**src/rtl/mdio_eng_pkg.sv**
```systemverilog
package mdio_eng_pkg;
  localparam int FRAME_W   = 32;
  localparam int DATA_W    = 16;
  localparam int ADDR_W    = 5;
  localparam int IDX_W     = 6;
  localparam logic [IDX_W-1:0] TA_IDX   = 6'd46;
  localparam logic [IDX_W-1:0] LAST_IDX = 6'd63;
  localparam logic [1:0] START_CODE = 2'b01;
  localparam logic [1:0] OP_RD      = 2'b10;
  localparam logic [1:0] TURN_CODE  = 2'b10;
  localparam int FLAG_BIT = 16;
  localparam logic [FRAME_W-1:0] FLAG_MASK = 32'h0001_0000;

  function automatic logic [FRAME_W-1:0] poll_word(input logic [ADDR_W-1:0] phy,
                                                   input logic [ADDR_W-1:0] rg);
    return {START_CODE, OP_RD, phy, rg, TURN_CODE, {DATA_W{1'b0}}};
  endfunction
endpackage

```
**src/rtl/mdio_clkgen.sv**
```systemverilog
module mdio_clkgen #(
  parameter int DIV_W = 8
) (
  input  logic             clk,
  input  logic             rst,
  input  logic             en,
  input  logic [DIV_W-1:0] half,
  output logic             mdc,
  output logic             rise,
  output logic             fall
);
  localparam logic [DIV_W-1:0] MIN_HALF = DIV_W'(2);

  logic [DIV_W-1:0] cnt;
  logic [DIV_W-1:0] lim;

  always_comb lim = (half < MIN_HALF) ? MIN_HALF : half;

  always_ff @(posedge clk) begin
    if (rst || !en) begin
      cnt  <= '0;
      mdc  <= 1'b0;
      rise <= 1'b0;
      fall <= 1'b0;
    end else if (cnt == lim - 1'b1) begin
      cnt  <= '0;
      mdc  <= ~mdc;
      rise <= ~mdc;
      fall <= mdc;
    end else begin
      cnt  <= cnt + 1'b1;
      rise <= 1'b0;
      fall <= 1'b0;
    end
  end

  assert_edges_exclusive_R7: assert property (@(posedge clk) disable iff (rst)
    !(rise && fall));
  assert_idle_low_R7: assert property (@(posedge clk) disable iff (rst)
    !en |=> !mdc);
endmodule

```
**src/rtl/mdio_serdes.sv**
```systemverilog
module mdio_serdes
  import mdio_eng_pkg::*;
(
  input  logic               clk,
  input  logic               rst,
  input  logic               start,
  input  logic [FRAME_W-1:0] frame,
  input  logic               rise,
  input  logic               fall,
  input  logic               mdio_i,
  output logic               busy,
  output logic               mdio_o,
  output logic               mdio_oe,
  output logic               done,
  output logic [DATA_W-1:0]  rdata
);
  logic [IDX_W-1:0]   idx;
  logic [IDX_W-1:0]   nidx;
  logic               tail;
  logic               is_rd;
  logic [FRAME_W-1:0] frm;
  logic               nbit;

  always_comb begin
    nidx = idx + 6'd1;
    nbit = nidx[IDX_W-1] ? frm[~nidx[IDX_W-2:0]] : 1'b1;
  end

  always_ff @(posedge clk) begin
    if (rst) begin
      busy    <= 1'b0;
      idx     <= '0;
      tail    <= 1'b0;
      is_rd   <= 1'b0;
      frm     <= '0;
      mdio_o  <= 1'b1;
      mdio_oe <= 1'b0;
      done    <= 1'b0;
      rdata   <= '0;
    end else begin
      done <= 1'b0;
      if (!busy && start) begin
        busy    <= 1'b1;
        idx     <= '0;
        tail    <= 1'b0;
        frm     <= frame;
        is_rd   <= (frame[29:28] == OP_RD);
        mdio_o  <= 1'b1;
        mdio_oe <= 1'b1;
      end else if (busy) begin
        if (rise) begin
          rdata <= {rdata[DATA_W-2:0], mdio_i};
          if (idx == LAST_IDX) tail <= 1'b1;
        end
        if (fall) begin
          if (tail) begin
            busy    <= 1'b0;
            tail    <= 1'b0;
            done    <= 1'b1;
            mdio_oe <= 1'b0;
            mdio_o  <= 1'b1;
          end else begin
            idx     <= nidx;
            mdio_o  <= nbit;
            mdio_oe <= !(is_rd && (nidx >= TA_IDX));
          end
        end
      end
    end
  end

  assert_released_idle_R7: assert property (@(posedge clk) disable iff (rst)
    !busy |-> !mdio_oe);
  assert_read_released_R3: assert property (@(posedge clk) disable iff (rst)
    (busy && is_rd && idx >= TA_IDX) |-> !mdio_oe);
  assert_hold_after_fall_R2: assert property (@(posedge clk) disable iff (rst)
    (busy && !fall) |=> $stable(mdio_o));
endmodule

```
**src/rtl/mdio_poll_track.sv**
```systemverilog
module mdio_poll_track
  import mdio_eng_pkg::*;
(
  input  logic              clk,
  input  logic              rst,
  input  logic              en,
  input  logic              res_vld,
  input  logic [DATA_W-1:0] res,
  input  logic              clr,
  input  logic [DATA_W-1:0] mask,
  output logic [DATA_W-1:0] last,
  output logic [DATA_W-1:0] chg,
  output logic              irq
);
  logic              primed;
  logic [DATA_W-1:0] chg_n;

  always_comb begin
    chg_n = clr ? '0 : chg;
    if (res_vld && en && primed) chg_n = chg_n | (last ^ res);
  end

  always_ff @(posedge clk) begin
    if (rst) begin
      last   <= '0;
      chg    <= '0;
      irq    <= 1'b0;
      primed <= 1'b0;
    end else begin
      chg <= chg_n;
      irq <= |(chg & ~mask);
      if (!en) begin
        primed <= 1'b0;
      end else if (res_vld) begin
        last   <= res;
        primed <= 1'b1;
      end
    end
  end

  assert_irq_needs_change_R10: assert property (@(posedge clk) disable iff (rst)
    irq |-> $past(chg != '0));
  assert_first_quiet_R9: assert property (@(posedge clk) disable iff (rst)
    (res_vld && en && !primed && !clr) |=> $stable(chg));
endmodule

```
**src/rtl/mdio_frame_engine.sv**
```systemverilog
module mdio_frame_engine
  import mdio_eng_pkg::*;
#(
  parameter int DIV_W = 8
) (
  input  logic               clk,
  input  logic               rst,
  input  logic               frm_wr,
  input  logic [31:0]        frm_wdata,
  output logic [31:0]        frm_rdata,
  input  logic [DIV_W-1:0]   mdc_half,
  input  logic               poll_en,
  input  logic [4:0]         poll_phy,
  input  logic [4:0]         poll_reg,
  input  logic [15:0]        poll_mask,
  input  logic               poll_clr,
  output logic [31:0]        poll_stat,
  output logic               poll_irq,
  output logic               mdc,
  input  logic               mdio_i,
  output logic               mdio_o,
  output logic               mdio_oe
);
  logic [FRAME_W-1:0] frame_q;
  logic               sw_pend;
  logic               own_sw;
  logic               start;
  logic [FRAME_W-1:0] start_word;
  logic               ser_busy;
  logic               ser_done;
  logic [DATA_W-1:0]  ser_rdata;
  logic               tick_rise;
  logic               tick_fall;
  logic [DATA_W-1:0]  p_last;
  logic [DATA_W-1:0]  p_chg;

  always_comb begin
    start      = !ser_busy && (sw_pend || poll_en);
    start_word = sw_pend ? frame_q : poll_word(poll_phy, poll_reg);
  end

  always_ff @(posedge clk) begin
    if (rst) begin
      frame_q <= FLAG_MASK;
      sw_pend <= 1'b0;
      own_sw  <= 1'b0;
    end else begin
      if (start) begin
        own_sw  <= sw_pend;
        sw_pend <= 1'b0;
      end
      if (ser_done && own_sw) begin
        frame_q[FLAG_BIT] <= 1'b1;
        if (frame_q[29:28] == OP_RD) frame_q[DATA_W-1:0] <= ser_rdata;
      end
      if (frm_wr && frame_q[FLAG_BIT]) begin
        frame_q <= frm_wdata & ~FLAG_MASK;
        sw_pend <= 1'b1;
      end
    end
  end

  mdio_clkgen #(.DIV_W(DIV_W)) u_clk (
    .clk (clk),
    .rst (rst),
    .en  (ser_busy),
    .half(mdc_half),
    .mdc (mdc),
    .rise(tick_rise),
    .fall(tick_fall)
  );

  mdio_serdes u_ser (
    .clk    (clk),
    .rst    (rst),
    .start  (start),
    .frame  (start_word),
    .rise   (tick_rise),
    .fall   (tick_fall),
    .mdio_i (mdio_i),
    .busy   (ser_busy),
    .mdio_o (mdio_o),
    .mdio_oe(mdio_oe),
    .done   (ser_done),
    .rdata  (ser_rdata)
  );

  mdio_poll_track u_poll (
    .clk    (clk),
    .rst    (rst),
    .en     (poll_en),
    .res_vld(ser_done && !own_sw),
    .res    (ser_rdata),
    .clr    (poll_clr),
    .mask   (poll_mask),
    .last   (p_last),
    .chg    (p_chg),
    .irq    (poll_irq)
  );

  assign frm_rdata = frame_q;
  assign poll_stat = {p_last, p_chg};

  assert_flag_falls_on_load_R5: assert property (@(posedge clk) disable iff (rst)
    $fell(frame_q[FLAG_BIT]) |-> $past(frm_wr));
  assert_busy_load_ignored_R6: assert property (@(posedge clk) disable iff (rst)
    (frm_wr && !frame_q[FLAG_BIT] && !(ser_done && own_sw)) |=> $stable(frame_q));
  assert_poll_keeps_word_R11: assert property (@(posedge clk) disable iff (rst)
    (ser_done && !own_sw && !frm_wr) |=> $stable(frame_q));
endmodule

```
**config.mk**
```make
export PLATFORM = sky130hd
export DESIGN_NAME = mdio_frame_engine
export DESIGN_NICKNAME = d
export VERILOG_FILES = /design/src/rtl/mdio_eng_pkg.sv /design/src/rtl/mdio_clkgen.sv /design/src/rtl/mdio_serdes.sv /design/src/rtl/mdio_poll_track.sv /design/src/rtl/mdio_frame_engine.sv
export SDC_FILE = /design/constraint.sdc
export NUM_CORES = 1
export LEC_CHECK = 0
export BUFFER_PORTS_ARGS = -buffer_cell sky130_fd_sc_hd__buf_2
export CORE_ASPECT_RATIO = 1.2
export CORE_MARGIN = 5
export CORE_UTILIZATION = 52
export CTS_CLUSTER_DIAMETER = 60
export CTS_CLUSTER_SIZE = 12
export DETAILED_ROUTE_END_ITERATION = 16
export PLACE_DENSITY = 0.76
export SLEW_MARGIN = 40
export SYNTH_ARGS = -nofsm -noshare
export SYNTH_HDL_FRONTEND = slang
export SYNTH_SLANG_ARGS = --single-unit
```
**constraint.sdc**
```tcl
create_clock -name clk -period 3.99 [get_ports clk]
set_input_delay 0.798 -clock clk [delete_from_list [all_inputs] [get_ports clk]]
set_output_delay 0.798 -clock clk [all_outputs]
set_load 0.005 [all_outputs]
```
==> impl_metrics.toml <==
[status]
status = "complete, no violations"

[clocking]
clockRootBuffer = "clkbuf_16"
cts_max_path_buffers = 2
h-tree-depth = 4
postCtsSetupRepairBufs = 0
path_clk_slew_ps = 60
cts_buffers = 17
cts-resized-gates = 0
cts_sinks = 139
clkLatencyLatePin_ps = 420
cts_tree = "yes"
holdBufCountCts = 0

[routing]
drc = 0
drt-pass1-iter-count = 5
routed_wl_mm = 15.4
drt_iter0_markers = 275
vias_per_cell = 5.46
wl_per_cell_um = 15.8
drtAntennaViolNets = 0
vias = 5331

[sta]
setup_tns_ps = 0
timing.fmax_mhz = 312
final-setup-viol-count = 0
fin_crit_ps = 3210
hold_violations = 0
clock_skew_ps = 9.15
whs_ps = 458
tightest_slew_ps = 808
rsz0062_at_grt = "no"
drv_slew = 0
finalCritPeriodShare = 0.804
relSlewSlack = 0.460

[yosys]
syn_inst = 687
synth_ff_type = "dfxtp_1"
synthTopCellsByArea = "dfxtp_1, nand2_1, a21oi_1"
synth_fp_nets = 763
synth.distinct_cells = 51
syn_avg_cell_area_um2 = 8.70
yosys_warnings = 0
synth.ff_latch_count = 139
synth-edff-count = 0
synth_area_um2 = 5980
yosysTopAreaCell = "dfxtp_1"
yosysSeqAreaShare = 0.466
ys_async_sr_fraction = 0
yosysTopAreaCellShare = 0.466

[worst_setup_path]
path_common_cell = "nor2b_1"
path_max_fanout = 9
crit_buf_inv = 1
crit_path_end_kind = "flip-flop"
slowest_stage = "nor4_1"
crit_family = "simple AND/OR/NAND/NOR gates"
cp.arrival_ps = 3510
setup.worst_path.start_class = "input port"
worst-setup-path-type = "in -> reg"
critPathRequiredTime_ps = 4290
crit_chain = "buf_2, nor4_1, or2b_1, nor2b_1, ha_1, nor2b_1, or3_1, a31o_2, a2111o_1, o21ai_4, nor2_1"
cpPeakStageDelay_ps = 410

[floorplanning]
dieArea_um2 = 13700
initial_utilization = 0.524
die_y_um = 127
dieWidth_um = 108
core_area_um2 = 11400
placementRows = 43
ioPinCount = 140

[flow_run]
maxCapViolations = 0

[grt]
grtUsageMet2 = 0.392
grt_util_met3 = 0.0606
grt_busiest_layer = "met2"
use_met1 = 0.281
grt_util_all_layers = 0.228
grt_max_degree = 75
grt_pass1_vias = 5212
antenna_found_initial = 0
overflow = 0
grt_first_pass_wirelength_mm = 25.1

[min_path]
hp-class = "reg -> reg"

[placement]
hpwl_mm = 11.1
port_buffers = 138
place.gp.congestion = 0.837

[power]
power.leakage_uw = 0.00321
irDropWorstVdd_mv = 0.215
power.density_nw_per_um2 = 450

[layout]
n_antenna_cell = 0
drive_above_1_share = 0.234
final_common_cell = "dfxtp_1"
final_cell_mix = "dfxtp_1, buf_2, nand2_1, a21oi_1, nor2_1"
final_net_count = 883
area_growth_pct = 22.8
==> kinds of logic after synthesis <==
| group | synth area share |
|---|---|
| AND/OR/NAND/NOR | 0.185 |
| adder cells (fa/ha/maj) | 0.00838 |
| flip-flops | 0.466 |
| multiplexers | 0.0771 |
| AO/OA/AOI/OAI | 0.171 |
| XOR/XNOR | 0.0528 |
| buffers and inverters | 0.0396 |
==> flip-flops by register name, indices dropped and copies added, names as in the netlist, 6 cells and up <==
signal and cells:
u_poll.last 16, u_ser.idx 6, u_ser.rdata 16, frm_rdata 32
u_ser.frm 32, u_clk.cnt 8, u_poll.chg 16
==> Yosys cell counts (all sizes together) (2+ instances only) <==
master   number
nand2b        4
xor2         27
nand4         2
ha            4
nand2       119
nand3         9
mux4          8
nand4b        2
a221oi        2
nor2b        19
inv          20
clkbuf       35
o22ai         5
or4           2
nor2         64
a21oi        71
a21o          2
or2           3
and3          3
or3           4
a22o         19
dfxtp       139
mux2i        28
a211oi       19
a2bb2oi       7
and2          3
nor3         10
nor4          3
xnor2         9
buf           7
o21ai        21
a31oi         2
==> layer usage <==
metal / up-vias / wire length, um
met5: - / 0
met4: 0 / 193
met3: 16 / 847
met2: 164 / 7830
met1: 2533 / 6550
li1: 2618 / -
==> worst register-to-register path, delay by kind of cell, from the launching register on <==
kind / cells / cell delay [ps]
xor gates and xnor gates: 1 / 580
and+or+nand+nor: 1 / 250
AOI/OAI and AO/OA: 3 / 330
adders and majority gates: 1 / 360
muxes: 1 / 420
DFF: 1 / 760
==> cell type report <==
class | instances | area, um^2
clock inverters | 14 | 159
multi-input cells | 486 | 2960
flip-flops and latches | 139 | 2780
clock buffers | 18 | 439
fillers | 983 | 4070
inverters | 20 | 75.1
well taps | 157 | 196
repair buffers | 143 | 728
==> stage by stage <==
step           instances  setup WS (ps)  area [um^2]   util  total power (uW)
6_report             977            780         7340  0.643              3300
5_1_grt              977            573         7340  0.643              3430
4_1_cts              977            781         7340  0.643              3320
3_5_place_dp         945            374         6740  0.591              1750
3_3_place_gp         945            494         6740  0.591              1740
2_1_floorplan        687            743         5980      -              1640
==> power breakdown <==
group	internal, uW	leakage [uW]	switching [uW]	total [uW]
Clock	950	0.000289	628	1580
Sequential	1440	0.00113	47.3	1480
Combinational	107	0.00179	131	238
Total	2490	0.00321	806	3300
==> worst paths after layout <==
kind,depth (start not counted),startpoint,to,slack (ps)
max reg2reg,7,u_ser.idx[0],u_ser.mdio_o,1180
max,11,mdc_half[2],u_clk.cnt[7],780
min reg2reg,2,u_ser.frm[26],u_ser.frm[26],460
min,2,u_ser.frm[26],u_ser.frm[26],460
(Power assumes the default switching activity.)
